$ cat src/rtl/gain_pkg.sv
package gain_pkg;
   typedef struct packed {
      logic invert;
      logic mute;
   } mode_t;

   localparam mode_t MODE_RESET = '{invert: 1'b0, mute: 1'b0};
endpackage

$ cat src/rtl/gain_cfg_regs.sv
module gain_cfg_regs
   import gain_pkg::*;
#(
   parameter int VOL_W  = 14,
   parameter int NUM_CH = 2
) (
   input  logic                           clk,
   input  logic                           rst_n,
   input  logic [NUM_CH-1:0]              vol_we,
   input  logic [VOL_W-1:0]               vol_din,
   input  logic                           mode_we,
   input  mode_t                          mode_din,
   output logic [NUM_CH-1:0][VOL_W-1:0]   vol_q,
   output mode_t                          mode_q
);
   localparam logic [VOL_W-1:0] VOL_RESET = {VOL_W{1'b1}};

   for (genvar c = 0; c < NUM_CH; c++) begin : g_vol
      always_ff @(posedge clk) begin
         if (!rst_n)
            vol_q[c] <= VOL_RESET;
         else if (vol_we[c])
            vol_q[c] <= vol_din;
      end
   end

   always_ff @(posedge clk) begin
      if (!rst_n)
         mode_q <= MODE_RESET;
      else if (mode_we)
         mode_q <= mode_din;
   end
endmodule

$ cat src/rtl/sat_negate.sv
module sat_negate #(
   parameter int W = 24
) (
   input  logic [W-1:0] din,
   output logic [W-1:0] dout
);
   localparam logic [W-1:0] MOST_NEG = {1'b1, {(W-1){1'b0}}};
   localparam logic [W-1:0] MOST_POS = {1'b0, {(W-1){1'b1}}};

   always_comb begin
      if (din == MOST_NEG)
         dout = MOST_POS;
      else
         dout = (~din) + {{(W-1){1'b0}}, 1'b1};
   end
endmodule

$ cat src/rtl/gain_lane.sv
module gain_lane
   import gain_pkg::*;
#(
   parameter int DATA_W = 24,
   parameter int VOL_W  = 14
) (
   input  logic              clk,
   input  logic              rst_n,
   input  logic              in_valid,
   input  logic [DATA_W-1:0] in_data,
   input  logic [VOL_W-1:0]  vol,
   input  mode_t             mode,
   output logic              out_valid,
   output logic [DATA_W-1:0] out_data
);
   localparam int MW = VOL_W + 1;
   localparam int PW = DATA_W + MW + 1;
   localparam logic [VOL_W-1:0] FULL_CODE = {VOL_W{1'b1}};
   localparam logic [MW-1:0]    UNITY     = {1'b1, {VOL_W{1'b0}}};
   localparam logic [PW-1:0]    HALF_LSB  = {{(PW-VOL_W){1'b0}}, 1'b1, {(VOL_W-1){1'b0}}};

   // stage 1: multiply with the settings held at the accepting edge
   logic [MW-1:0]        mult;
   logic signed [PW-1:0] a_ext, b_ext, prod_c, prod_q;
   logic                 v1;
   mode_t                mode1;

   always_comb begin
      mult   = (vol == FULL_CODE) ? UNITY : {1'b0, vol};
      a_ext  = {{(PW-DATA_W){in_data[DATA_W-1]}}, in_data};
      b_ext  = {{(PW-MW){1'b0}}, mult};
      prod_c = a_ext * b_ext;
   end

   always_ff @(posedge clk) begin
      if (!rst_n) begin
         v1     <= 1'b0;
         prod_q <= '0;
         mode1  <= MODE_RESET;
      end else begin
         v1 <= in_valid;
         if (in_valid) begin
            prod_q <= prod_c;
            mode1  <= mode;
         end
      end
   end

   // stage 2: round, optional negate, mute
   logic [PW-1:0]     rounded;
   logic [DATA_W-1:0] scaled, negated, result;
   logic              lane_unused;

   always_comb begin
      rounded = prod_q + HALF_LSB;
      scaled  = rounded[VOL_W +: DATA_W];
   end
   assign lane_unused = ^{rounded[VOL_W-1:0], rounded[PW-1:VOL_W+DATA_W]};

   sat_negate #(.W(DATA_W)) u_neg (
      .din  (scaled),
      .dout (negated)
   );

   always_comb begin
      if (mode1.mute)
         result = '0;
      else if (mode1.invert)
         result = negated;
      else
         result = scaled;
   end

   always_ff @(posedge clk) begin
      if (!rst_n) begin
         out_valid <= 1'b0;
         out_data  <= '0;
      end else begin
         out_valid <= v1;
         if (v1)
            out_data <= result;
      end
   end
endmodule

$ cat src/rtl/stereo_attenuator.sv
module stereo_attenuator
   import gain_pkg::*;
#(
   parameter int DATA_W = 24,
   parameter int VOL_W  = 14
) (
   input  logic              clk,
   input  logic              rst_n,
   input  logic [1:0]        cfg_vol_we,
   input  logic [VOL_W-1:0]  cfg_vol,
   input  logic              cfg_mode_we,
   input  logic              cfg_invert,
   input  logic              cfg_mute,
   input  logic              l_valid,
   input  logic [DATA_W-1:0] l_data,
   input  logic              r_valid,
   input  logic [DATA_W-1:0] r_data,
   output logic              l_out_valid,
   output logic [DATA_W-1:0] l_out,
   output logic              r_out_valid,
   output logic [DATA_W-1:0] r_out
);
   localparam int NUM_CH = 2;

   if (DATA_W < 8)  begin : g_bad_data  $error("DATA_W must be at least 8");  end
   if (VOL_W < 2)   begin : g_bad_vol   $error("VOL_W must be at least 2");   end
   if (VOL_W >= DATA_W + 8) begin : g_bad_ratio $error("VOL_W too wide for DATA_W"); end

   logic [NUM_CH-1:0][VOL_W-1:0]  vol_q;
   mode_t                         mode_q;
   mode_t                         mode_din;
   logic [NUM_CH-1:0]             in_v, out_v;
   logic [NUM_CH-1:0][DATA_W-1:0] in_d, out_d;

   assign mode_din = '{invert: cfg_invert, mute: cfg_mute};

   gain_cfg_regs #(.VOL_W(VOL_W), .NUM_CH(NUM_CH)) u_cfg (
      .clk      (clk),
      .rst_n    (rst_n),
      .vol_we   (cfg_vol_we),
      .vol_din  (cfg_vol),
      .mode_we  (cfg_mode_we),
      .mode_din (mode_din),
      .vol_q    (vol_q),
      .mode_q   (mode_q)
   );

   assign in_v = {r_valid, l_valid};
   assign in_d = {r_data, l_data};

   for (genvar c = 0; c < NUM_CH; c++) begin : g_lane
      gain_lane #(.DATA_W(DATA_W), .VOL_W(VOL_W)) u_lane (
         .clk       (clk),
         .rst_n     (rst_n),
         .in_valid  (in_v[c]),
         .in_data   (in_d[c]),
         .vol       (vol_q[c]),
         .mode      (mode_q),
         .out_valid (out_v[c]),
         .out_data  (out_d[c])
      );
   end

   assign l_out_valid = out_v[0];
   assign l_out       = out_d[0];
   assign r_out_valid = out_v[1];
   assign r_out       = out_d[1];
endmodule

$ cat config.mk
export PLATFORM = sky130hd
export DESIGN_NAME = stereo_attenuator
export DESIGN_NICKNAME = d
export VERILOG_FILES = /design/src/rtl/gain_pkg.sv /design/src/rtl/gain_cfg_regs.sv /design/src/rtl/sat_negate.sv /design/src/rtl/gain_lane.sv /design/src/rtl/stereo_attenuator.sv
export SDC_FILE = /design/constraint.sdc
export NUM_CORES = 2
export LEC_CHECK = 0
export BUFFER_PORTS_ARGS = -buffer_cell sky130_fd_sc_hd__buf_2
export CELL_PAD_IN_SITES_DETAIL_PLACEMENT = 2
export CELL_PAD_IN_SITES_GLOBAL_PLACEMENT = 2
export CORE_MARGIN = 2
export CORE_UTILIZATION = 35
export CTS_CLUSTER_DIAMETER = 80
export DETAILED_ROUTE_END_ITERATION = 10
export GPL_TIMING_DRIVEN = 0
export PLACE_DENSITY = 0.82
export RECOVER_POWER = 50
export SLEW_MARGIN = 20
export SYNTH_ARGS = -nofsm -noshare
export SYNTH_HDL_FRONTEND = slang
export SYNTH_SLANG_ARGS = --single-unit
export TNS_END_PERCENT = 30
$ cat constraint.sdc
create_clock -name clk -period 14.33 [get_ports clk]
set_clock_uncertainty 0.15 [all_clocks]
set_input_delay 2.1495 -clock clk [delete_from_list [all_inputs] [get_ports clk]]
set_output_delay 2.1495 -clock clk [all_outputs]
set_load 0.02 [all_outputs]
==> impl_metrics.ini <==
[route]
wl_um = 131000
top_layer = met5
viasPerCell = 5.41
wl_met1_um = 51100
antenna_left = 0
routed-via-count = 27700
met2_length_um = 66800
first_pass_iters = 7
wl_met3_um = 6410
drt-initial-drc-count = 1722
drc_errors = 0
wl_per_cell_um = 25.6

[global_routing]
grt_pass1_vias = 32800
grt_max_degree = 17
antenna_found_initial = 2
track_usage_pct = 28.2
grt_pass1_wl_um = 203000
grt-ovfl-total = 0

[synthesis]
synth_area_leaders = fa_1 (41%), inv_1 (8.8%), dfxtp_1 (8.3%), ha_1 (7.0%), nand2_1 (6.0%)
ys_warn_count = 0
yosysMostFrequentCell = inv_1
synth-edff-count = 0
synthFlopType = dfxtp_1
syn_nets = 4648
postSynthAreaPerCell_um2 = 8.81
synth_cell_type_count = 99
ys_ff_latch = 136
synth_top_cell_area_share_pct = 41.2
synth_top_area_cell = fa_1
syn_inst = 3719
syn-cell-area_um2 = 32800
synthArstFlopShare_pct = 0
synth_common_cells = inv_1 (770), fa_1 (674), nand2_1 (526), and3_1 (278), ha_1 (184)
ys_seq_area_share_pct = 8.31

[outcome]
status = finished clean

[die]
die_y_um = 310
dieWidth_um = 310
boundaryPins = 121
die_area_um2 = 96100
start_util_pct = 35.2
core-area_um2 = 93000
num_rows = 112

[final_layout]
drive_above_1_share_pct = 4.55
layout.nets = 4783
area.growth.synth_to_final_pct = 7.95

[placement]
portBuffers = 116
gp_congestion = 0.931
detailed_place_hpwl_um = 110000

[timing]
tightest_slew_ns = 1.20
tns_ns = 0
fmax_mhz = 104
rsz0062_at_grt = false
slew_viol_final = 0
setup_viol = 0
hold_viol = 0
fin_crit_sh_pct = 67.0
maxSlewHeadroom_pct = 19.1
period_minus_slack_ns = 9.59

[clock_network]
cts-root-buf = clkbuf_16
clkSlewWorstSetupHoldPaths_ns = 0.07
clock_sinks = 136
cts_setup_buffers = 0
holdBufCountCts = 0
cts_resized = 0
clk_latency_ns = 0.48
cts.htree.levels = 4
cts_tree = built
clockBufferDepth = 2
cts_buffers = 17

[setup_path]
crit_arrival_ns = 9.80
crit_path_end_kind = flop
critPathRequiredTime_ns = 14.53
critical_path_class = flop to flop
critical_path.startpoint_type = flop
path_max_fanout = 10

[run]
drv_cap = 0

[min_path]
hold_path.class = flop to flop
## path summary, 6_finish.rpt
path | end | cells after the start | slack [ns] | start
min | g_lane[0].u_lane.out_data[21]$_SDFFE_PN0P_ | 2 | 0.29 | g_lane[0].u_lane.out_data[21]$_SDFFE_PN0P_
max | g_lane[1].u_lane.prod_q[27]$_SDFFE_PN0P_ | 25 | 4.74 | u_cfg.vol_q[19]$_SDFFE_PN1P_
max reg2reg | g_lane[1].u_lane.prod_q[27]$_SDFFE_PN0P_ | 25 | 4.74 | u_cfg.vol_q[19]$_SDFFE_PN1P_
min reg2reg | g_lane[0].u_lane.out_data[21]$_SDFFE_PN0P_ | 2 | 0.29 | g_lane[0].u_lane.out_data[21]$_SDFFE_PN0P_
## placed cells by master (no fill, tap or decap), types with 48 or more instances in the layout
cell type,n
nand2_1,526
fa_1,674
and2_1,77
xnor2_1,77
clkbuf_1,231
mux2i_1,57
buf_2,78
o21ai_0,56
nand3_1,72
dfxtp_1,136
a21oi_1,52
nor2_1,48
inv_1,770
and3_1,278
ha_1,184
## state kept, by name (all words and copies together), names as in the netlist
name                     cells
g_lane.u_lane.prod_q        50
g_lane.u_lane.out_data      48
u_cfg.vol_q                 28
g_lane.u_lane.mode1          4
g_lane.u_lane.out_valid      2
g_lane.u_lane.v1             2
u_cfg.mode_q                 2
## worst max-delay path, cell delays in order (launching register included)
cell	delay, ns
dfxtp_1	0.75
nand4_1	0.25
or4_1	0.56
clkbuf_1	0.21
clkbuf_1	0.28
clkbuf_1	0.28
clkbuf_1	0.43
and3_1	0.36
fa_1	0.53
inv_1	0.05
fa_1	0.47
fa_1	0.51
fa_1	0.55
inv_1	0.05
fa_1	0.52
fa_1	0.45
ha_1	0.34
a211oi_1	0.32
o211ai_1	0.18
a211oi_2	0.60
a21oi_1	0.39
o211ai_1	0.34
nand2_1	0.13
a221oi_1	0.31
xor2_1	0.32
o21ai_0	0.12
## cell families after synthesis
logic type	count (synthesis)	synth area share, %
AOI/OAI and AO/OA	332	7.35
xor gates and xnor gates	109	2.94
adders and majority gates	858	48.2
buffers and inverters	986	11.6
DFF	136	8.31
muxes	63	1.95
and+or+nand+nor	1235	19.7
## cell type report
cell class,count,area (µm²)
fillers,10600,57700
well taps,1254,1570
inverters,772,2900
diodes,2,5.00
repair buffers,116,518
flip-flops and latches,136,2720
clock buffers,19,453
clock inverters,13,135
multi-input cells,2597,26200
plain buffers,214,866
## per-layer routing
metal | GRT usage [%] | vias up
li1 | - | 11900
met1 | 33.6 | 14700
met2 | 50.5 | 845
met3 | 3.34 | 309
met4 | 13.5 | 2
met5 | 0 | -
## stage by stage
step           instances  hold WS (ns)  setup WS [ns]  cell area, µm²  utilization [%]
2_1_floorplan       3719         0.301           6.15           32800                -
3_3_place_gp        5089         0.272           4.73           34900             37.5
3_5_place_dp        5089         0.284           4.55           34900             37.5
4_1_cts             5121         0.294           4.93           35500             38.1
5_1_grt             5121         0.324           4.34           35400             38.0
6_report            5123         0.292           4.74           35400             38.0
Power is left out: the tool's default activity adds up to more than one toggle a clock period on the data nets, which glitch-free logic cannot reach.
